<file path="src/rtl/pwm_group_pkg.sv">
package pwm_group_pkg;
  parameter int GRP_CH    = 4;
  parameter int GRP_IDX_W = $clog2(GRP_CH);
  parameter int OP_W      = 3;

  typedef enum logic [OP_W-1:0] {
    OP_JOIN    = 3'd0,
    OP_EXIT    = 3'd1,
    OP_GRANT   = 3'd2,
    OP_RECLAIM = 3'd3,
    OP_UPDATE  = 3'd4,
    OP_ENABLE  = 3'd5,
    OP_DISABLE = 3'd6,
    OP_NONE    = 3'd7
  } grpOp_e;

  typedef struct packed {
    logic                 doJoin;
    logic                 doExit;
    logic                 doGrant;
    logic                 doReclaim;
    logic                 doUpdate;
    logic                 doEnable;
    logic                 doDisable;
    logic [GRP_IDX_W-1:0] idx;
  } grpCtl_t;
endpackage

</file>
<file path="src/rtl/pwm_group_control.sv">
module pwm_group_control
  import pwm_group_pkg::*;
(
  input  logic                 clk,
  input  logic                 rstN,
  input  logic                 cmdValid,
  input  logic [OP_W-1:0]      cmdOp,
  input  logic [GRP_IDX_W-1:0] cmdChan,
  input  logic [GRP_CH-1:0]    chanRunning,
  input  logic                 grantValid,
  input  logic [GRP_IDX_W-1:0] grantOwner,
  output grpCtl_t              ctl,
  output logic                 errFlag,
  output logic                 busyFlag
);
  grpOp_e op;
  logic   live, isBusy, ok, isHolder, errNow;

  assign op       = grpOp_e'(cmdOp);
  assign live     = cmdValid && (op != OP_NONE);
  assign isBusy   = live && chanRunning[cmdChan];
  assign ok       = live && !isBusy;
  assign isHolder = grantValid && (grantOwner == cmdChan);

  always_comb begin
    ctl           = '0;
    ctl.idx       = cmdChan;
    errNow        = 1'b0;
    if (ok) begin
      unique case (op)
        OP_JOIN:    ctl.doJoin = 1'b1;
        OP_EXIT:    ctl.doExit = 1'b1;
        OP_GRANT:   begin ctl.doGrant   = !grantValid; errNow = grantValid; end
        OP_RECLAIM: begin ctl.doReclaim = isHolder;    errNow = !isHolder;  end
        OP_UPDATE:  begin ctl.doUpdate  = isHolder;    errNow = !isHolder;  end
        OP_ENABLE:  begin ctl.doEnable  = isHolder;    errNow = !isHolder;  end
        OP_DISABLE: begin ctl.doDisable = isHolder;    errNow = !isHolder;  end
        default:    ;
      endcase
    end
  end

  always_ff @(posedge clk) begin
    if (!rstN) begin
      errFlag  <= 1'b0;
      busyFlag <= 1'b0;
    end else begin
      errFlag  <= errNow;
      busyFlag <= isBusy;
    end
  end

  // a busy refusal never also reports a token violation
  a_r9_busy_not_err: assert property (@(posedge clk) disable iff (!rstN)
    !(errFlag && busyFlag));

  // a rejected group action issues no decoded action
  a_r8_err_no_action: assert property (@(posedge clk) disable iff (!rstN)
    errNow |-> !(ctl.doUpdate || ctl.doEnable || ctl.doDisable || ctl.doGrant || ctl.doReclaim));
endmodule

</file>
<file path="src/rtl/pwm_group_datapath.sv">
module pwm_group_datapath
  import pwm_group_pkg::*;
(
  input  logic                 clk,
  input  logic                 rstN,
  input  grpCtl_t              ctl,
  output logic [GRP_CH-1:0]    memberMask,
  output logic                 grantValid,
  output logic [GRP_IDX_W-1:0] grantOwner,
  output logic [GRP_CH-1:0]    updateStrobe,
  output logic [GRP_CH-1:0]    enableStrobe,
  output logic [GRP_CH-1:0]    disableStrobe
);
  for (genvar c = 0; c < GRP_CH; c++) begin : g_chan
    logic hit;
    assign hit = (ctl.idx == GRP_IDX_W'(c));
    always_ff @(posedge clk) begin
      if (!rstN) begin
        memberMask[c]    <= 1'b0;
        updateStrobe[c]  <= 1'b0;
        enableStrobe[c]  <= 1'b0;
        disableStrobe[c] <= 1'b0;
      end else begin
        if (hit && ctl.doJoin)      memberMask[c] <= 1'b1;
        else if (hit && ctl.doExit) memberMask[c] <= 1'b0;
        updateStrobe[c]  <= ctl.doUpdate  && memberMask[c];
        enableStrobe[c]  <= ctl.doEnable  && memberMask[c];
        disableStrobe[c] <= ctl.doDisable && memberMask[c];
      end
    end
  end

  logic ownerLeaves;
  assign ownerLeaves = ctl.doExit && grantValid && (grantOwner == ctl.idx);

  always_ff @(posedge clk) begin
    if (!rstN) begin
      grantValid <= 1'b0;
      grantOwner <= '0;
    end else if (ctl.doGrant) begin
      grantValid <= 1'b1;
      grantOwner <= ctl.idx;
    end else if (ctl.doReclaim || ownerLeaves) begin
      grantValid <= 1'b0;
    end
  end

  // never two kinds of group strobe in one cycle
  a_r7_one_kind: assert property (@(posedge clk) disable iff (!rstN)
    $countones({|updateStrobe, |enableStrobe, |disableStrobe}) <= 1);

  // strobes only reach channels that are members
  a_r6_members_only: assert property (@(posedge clk) disable iff (!rstN)
    ((updateStrobe | enableStrobe | disableStrobe) & ~memberMask) == '0);

  // the holder cannot change while the token stays held
  a_r3_owner_kept: assert property (@(posedge clk) disable iff (!rstN)
    (grantValid && $past(grantValid)) |-> $stable(grantOwner));

  // with no action decoded, membership holds
  a_r11_mask_hold: assert property (@(posedge clk) disable iff (!rstN)
    !(ctl.doJoin || ctl.doExit) |=> $stable(memberMask));
endmodule

</file>
<file path="src/rtl/pwm_group_ctrl.sv">
module pwm_group_ctrl
  import pwm_group_pkg::*;
(
  input  logic                 clk,
  input  logic                 rstN,
  input  logic                 cmdValid,
  input  logic [OP_W-1:0]      cmdOp,
  input  logic [GRP_IDX_W-1:0] cmdChan,
  input  logic [GRP_CH-1:0]    chanRunning,
  output logic [GRP_CH-1:0]    memberMask,
  output logic                 grantValid,
  output logic [GRP_IDX_W-1:0] grantOwner,
  output logic [GRP_CH-1:0]    updateStrobe,
  output logic [GRP_CH-1:0]    enableStrobe,
  output logic [GRP_CH-1:0]    disableStrobe,
  output logic                 errFlag,
  output logic                 busyFlag
);
  grpCtl_t ctl;

  pwm_group_control u_control (
    .clk(clk), .rstN(rstN), .cmdValid(cmdValid), .cmdOp(cmdOp), .cmdChan(cmdChan),
    .chanRunning(chanRunning), .grantValid(grantValid), .grantOwner(grantOwner),
    .ctl(ctl), .errFlag(errFlag), .busyFlag(busyFlag)
  );

  pwm_group_datapath u_datapath (
    .clk(clk), .rstN(rstN), .ctl(ctl), .memberMask(memberMask),
    .grantValid(grantValid), .grantOwner(grantOwner), .updateStrobe(updateStrobe),
    .enableStrobe(enableStrobe), .disableStrobe(disableStrobe)
  );
endmodule

</file>
<file path="config.mk">
export PLATFORM = sky130hd
export DESIGN_NAME = pwm_group_ctrl
export DESIGN_NICKNAME = d
export VERILOG_FILES = /design/src/rtl/pwm_group_pkg.sv /design/src/rtl/pwm_group_control.sv /design/src/rtl/pwm_group_datapath.sv /design/src/rtl/pwm_group_ctrl.sv
export SDC_FILE = /design/constraint.sdc
export NUM_CORES = 1
export LEC_CHECK = 0
export BUFFER_PORTS_ARGS = -buffer_cell sky130_fd_sc_hd__buf_2
export CORE_MARGIN = 8
export CORE_UTILIZATION = 50
export CTS_BUF_LIST = sky130_fd_sc_hd__clkbuf_8 sky130_fd_sc_hd__clkbuf_16
export DETAILED_ROUTE_END_ITERATION = 10
export PLACE_DENSITY = 0.79
export REMOVE_ABC_BUFFERS = 1
export SKIP_CTS_REPAIR_TIMING = 1
export SLEW_MARGIN = 20
export SYNTH_ARGS = -nofsm -noshare
export SYNTH_HDL_FRONTEND = slang
export SYNTH_HIERARCHICAL = 1
export SYNTH_SLANG_ARGS = --single-unit
export TNS_END_PERCENT = 10
</file>
<file path="constraint.sdc">
create_clock -name clk -period 4 [get_ports clk]
set_input_delay 0.8 -clock clk [delete_from_list [all_inputs] [get_ports clk]]
set_output_delay 0.8 -clock clk [all_outputs]
set_load 0.1 [all_outputs]
</file>
==> reports/qor.csv <==
stage;metric;value;unit
grt;total grt overflow;0;
grt;first-pass GRT wire length;3010;um
detailed_routing;vias per std cell;4.96;
grt;vias in the first global route;679;
yosys;Yosys warning count;6;
place;Port Buffers;32;
flow_run;max_cap viols;0;
sta;final worst setup slack;1.54;ns
floorplanning;die span in y;58.2;um
clock_tree;CTS Buffer Depth;2;
floorplanning;Core ar.;1710;um^2
finish;number of diodes;0;
outcome;status;completed;
floorplanning;die area;3380;um^2
worst_setup_path;R2R cell count;4;
sta;Final Setup Violations;0;
yosys;Mean Syn Cell Area;10.2;um^2
worst_setup_path;termination of the worst setup path;u_datapath/grantValid;
clock_tree;CTS Root Cell;clkbuf_8;
detailed_routing;# DRC;0;
floorplanning;Rows;15;
finish;Finished Layout Cells;143;
worst_setup_path;CP Capture Type;register;
place;Cells after DPL;139;
pwr;P_int;0.293;mW
worst_setup_path;Critical Path Start Type;input pin;
worst_setup_path;worst path required time;4.14;ns
finish;layout cells sized above 1;0.347;
clock_tree;Clock transition at path regs;0.07;ns
finish;design area;1090;um^2
pwr;combinational power share;0.116;
worst_setup_path;critical path arrival;2.60;ns
finish;leading cell types in the layout, fill and taps excluded;32 x buf_2, 21 x dfxtp_1, 12 x and3_1, 4 x nor2b_1;
detailed_routing;DRT Wirelength;1880;um
detailed_routing;Final ANT Viol Nets;0;
floorplanning;Die X;58.2;um
grt;overall routing resource usage;0.111;
clock_tree;Num CTS Buffers;3;
yosys;Seq cells post-synth;21;
worst_setup_path;Critical Path Start;cmdChan[0];
place;post-place instance area;1040;um^2
sta;Worst Max-Slew Pin Slew;0.615;ns
sta;Final Hold Vio Count;0;
place;GPL Wtd Cong;0.900;
pwr;Switching Fraction;0.245;
clock_tree;H-Tree Depth;1;
detailed_routing;initial drt markers;11;
sta;hold_ws;0.520;ns
worst_setup_path;r2r setup slk;2.29;ns
sta;RSZ-0062 raised after global routing;no;
finish;Final nets;131;
place;worst slack, placed;1.28;ns
finish;final core utilization;0.638;
sta;Rel. slew slack;0.586;
grt;antenna violations before repair;0;
min_path;Hold/Removal Path Class;reg2reg;
yosys;cells after synthesis;87;
pwr;Pwr per Cell Area;356;nW/um^2
sta;Min Clock Period, post-route;2.46;ns
yosys;sequential area share after synthesis;0.473;
worst_setup_path;crit path max fanout;11;
finish;most common cell after layout, fill and taps aside;buf_2;
pwr;Net Sw Power;0.0951;mW
worst_setup_path;Crit Path Category;in2reg;
clock_tree;Sink Count;21;
place;Detail Placement HPWL;1450;um
pwr;worst vdd ir;0.228;mV
clock_tree;TritonCTS clock tree;yes;
sta;setup TNS;0;ns
detailed_routing;drt pass-1 iters;4;
sta;Slew Viols, Final;0;
detailed_routing;vias;709;
floorplanning;Starting Density;0.520;
pwr;clock share of power;0.338;
pwr;Seq pwr share;0.546;
worst_setup_path;Reg-to-Reg Start;u_datapath/grantOwner[0];
grt;largest net degree at the start of global routing;21;
sta;period utilization;0.615;
worst_setup_path;worst flop-to-flop path endpoint;u_datapath/enableStrobe[2];
pwr;total power;0.388;mW
yosys;Netlist Area Pre-Place;888;um^2
clock_tree;Clk Latency, worst-skew pair;0.25;ns
detailed_routing;wire per inst;13.1;um
yosys;Distinct cells, synth;31;
pwr;Leak;0.518;nW
sta;FMAX;407;MHz
floorplanning;# IOs;33;
sta;Clock Skew;0.00251;ns
finish;P&R area growth vs syn;22.7;%
==> registers in the layout, summed over array words and instances, names as in the netlist <==
name,flops
u_datapath/grantOwner,2
u_datapath/memberMask,4
u_control/busyFlag,1
u_datapath/grantValid,1
u_datapath/updateStrobe,4
u_datapath/disableStrobe,4
u_datapath/enableStrobe,4
u_control/errFlag,1
==> cell usage after synthesis <==
master	instances	area [um^2]
xor2_2	1	16.3
mux2i_1	2	20.0
nor4b_2	1	15.0
mux4_2	1	22.5
a32oi_1	1	8.76
o211ai_1	1	7.51
or2_1	1	6.26
buf_6	1	11.3
o21ai_0	2	10.0
buf_4	2	15.0
inv_1	3	11.3
and3_1	12	75.1
nor4b_1	2	17.5
nand4_1	1	6.26
nor3_2	1	10.0
nand2b_1	2	12.5
a2111oi_2	1	15.0
nand3_1	3	15.0
nand3b_1	2	15.0
dfxtp_1	21	420
xor2_1	1	8.76
o21ai_1	3	15.0
and2_1	1	6.26
nor2b_1	4	25.0
xnor2_1	2	17.5
nor4_1	3	18.8
nand2_1	3	11.3
nor2_1	3	11.3
a21boi_1	3	22.5
o2111a_1	1	11.3
buf_2	2	10.0
==> layout make-up <==
class                   count  area, um^2
fillers                   152         618
flip-flops and latches     21         420
multi-input cells          58         420
repair buffers             32         160
clock buffers               3        41.3
well taps                  25        31.3
inverters                   3        11.3
clock inverters             1        5.00
==> worst max-delay path: stages <==
cell     delay, ns
buf_2         0.21
mux4_2        0.63
nor4b_1       0.58
nor4b_2       0.32
nor2_1        0.07
==> power groups by stage <==
| stage | sequential (mW) | combinational (mW) | clock (mW) |
|---|---|---|---|
| after floorplan | 0.230 | 0.0155 | 0 |
| after global placement | 0.217 | 0.0436 | 0 |
| after detailed placement | 0.217 | 0.0444 | 0 |
| after CTS | 0.212 | 0.0446 | 0.134 |
| after global routing | 0.212 | 0.0477 | 0.143 |
| final | 0.212 | 0.0448 | 0.131 |
==> kinds of logic (layout without fill, tap and decap cells) <==
logic type	Yosys count	in the layout	synth area share
simple gates	39	39	0.276
buf+inv	8	39	0.0535
xor+xnor	4	4	0.0479
flops	21	21	0.473
mux	3	3	0.0479
compound gates	12	12	0.101
==> how the worst min path moves through the flow <==
stage | from | endpoint | slack (ns) | cells after the start
global placement | u_datapath/memberMask[1] | u_datapath/memberMask[1] | 0.50 | 2
detailed placement | u_datapath/memberMask[0] | u_datapath/memberMask[0] | 0.51 | 2
global route | u_datapath/memberMask[0] | u_datapath/updateStrobe[0] | 0.55 | 1
CTS | u_datapath/memberMask[0] | u_datapath/memberMask[0] | 0.52 | 2
finish | u_datapath/memberMask[0] | u_datapath/disableStrobe[0] | 0.52 | 1
floorplan | rstN | u_datapath/memberMask[3] | 0.93 | 1
==> metal layers <==
metal  share of wire  vias to the layer above  global-route usage
met5               0                        -                   0
met4          0.0048                        0              0.0455
met3           0.072                        2              0.0442
met2            0.45                       23               0.182
met1            0.48                      311               0.126
li1                -                      373                   -
Power figures use the tool's default switching activity.
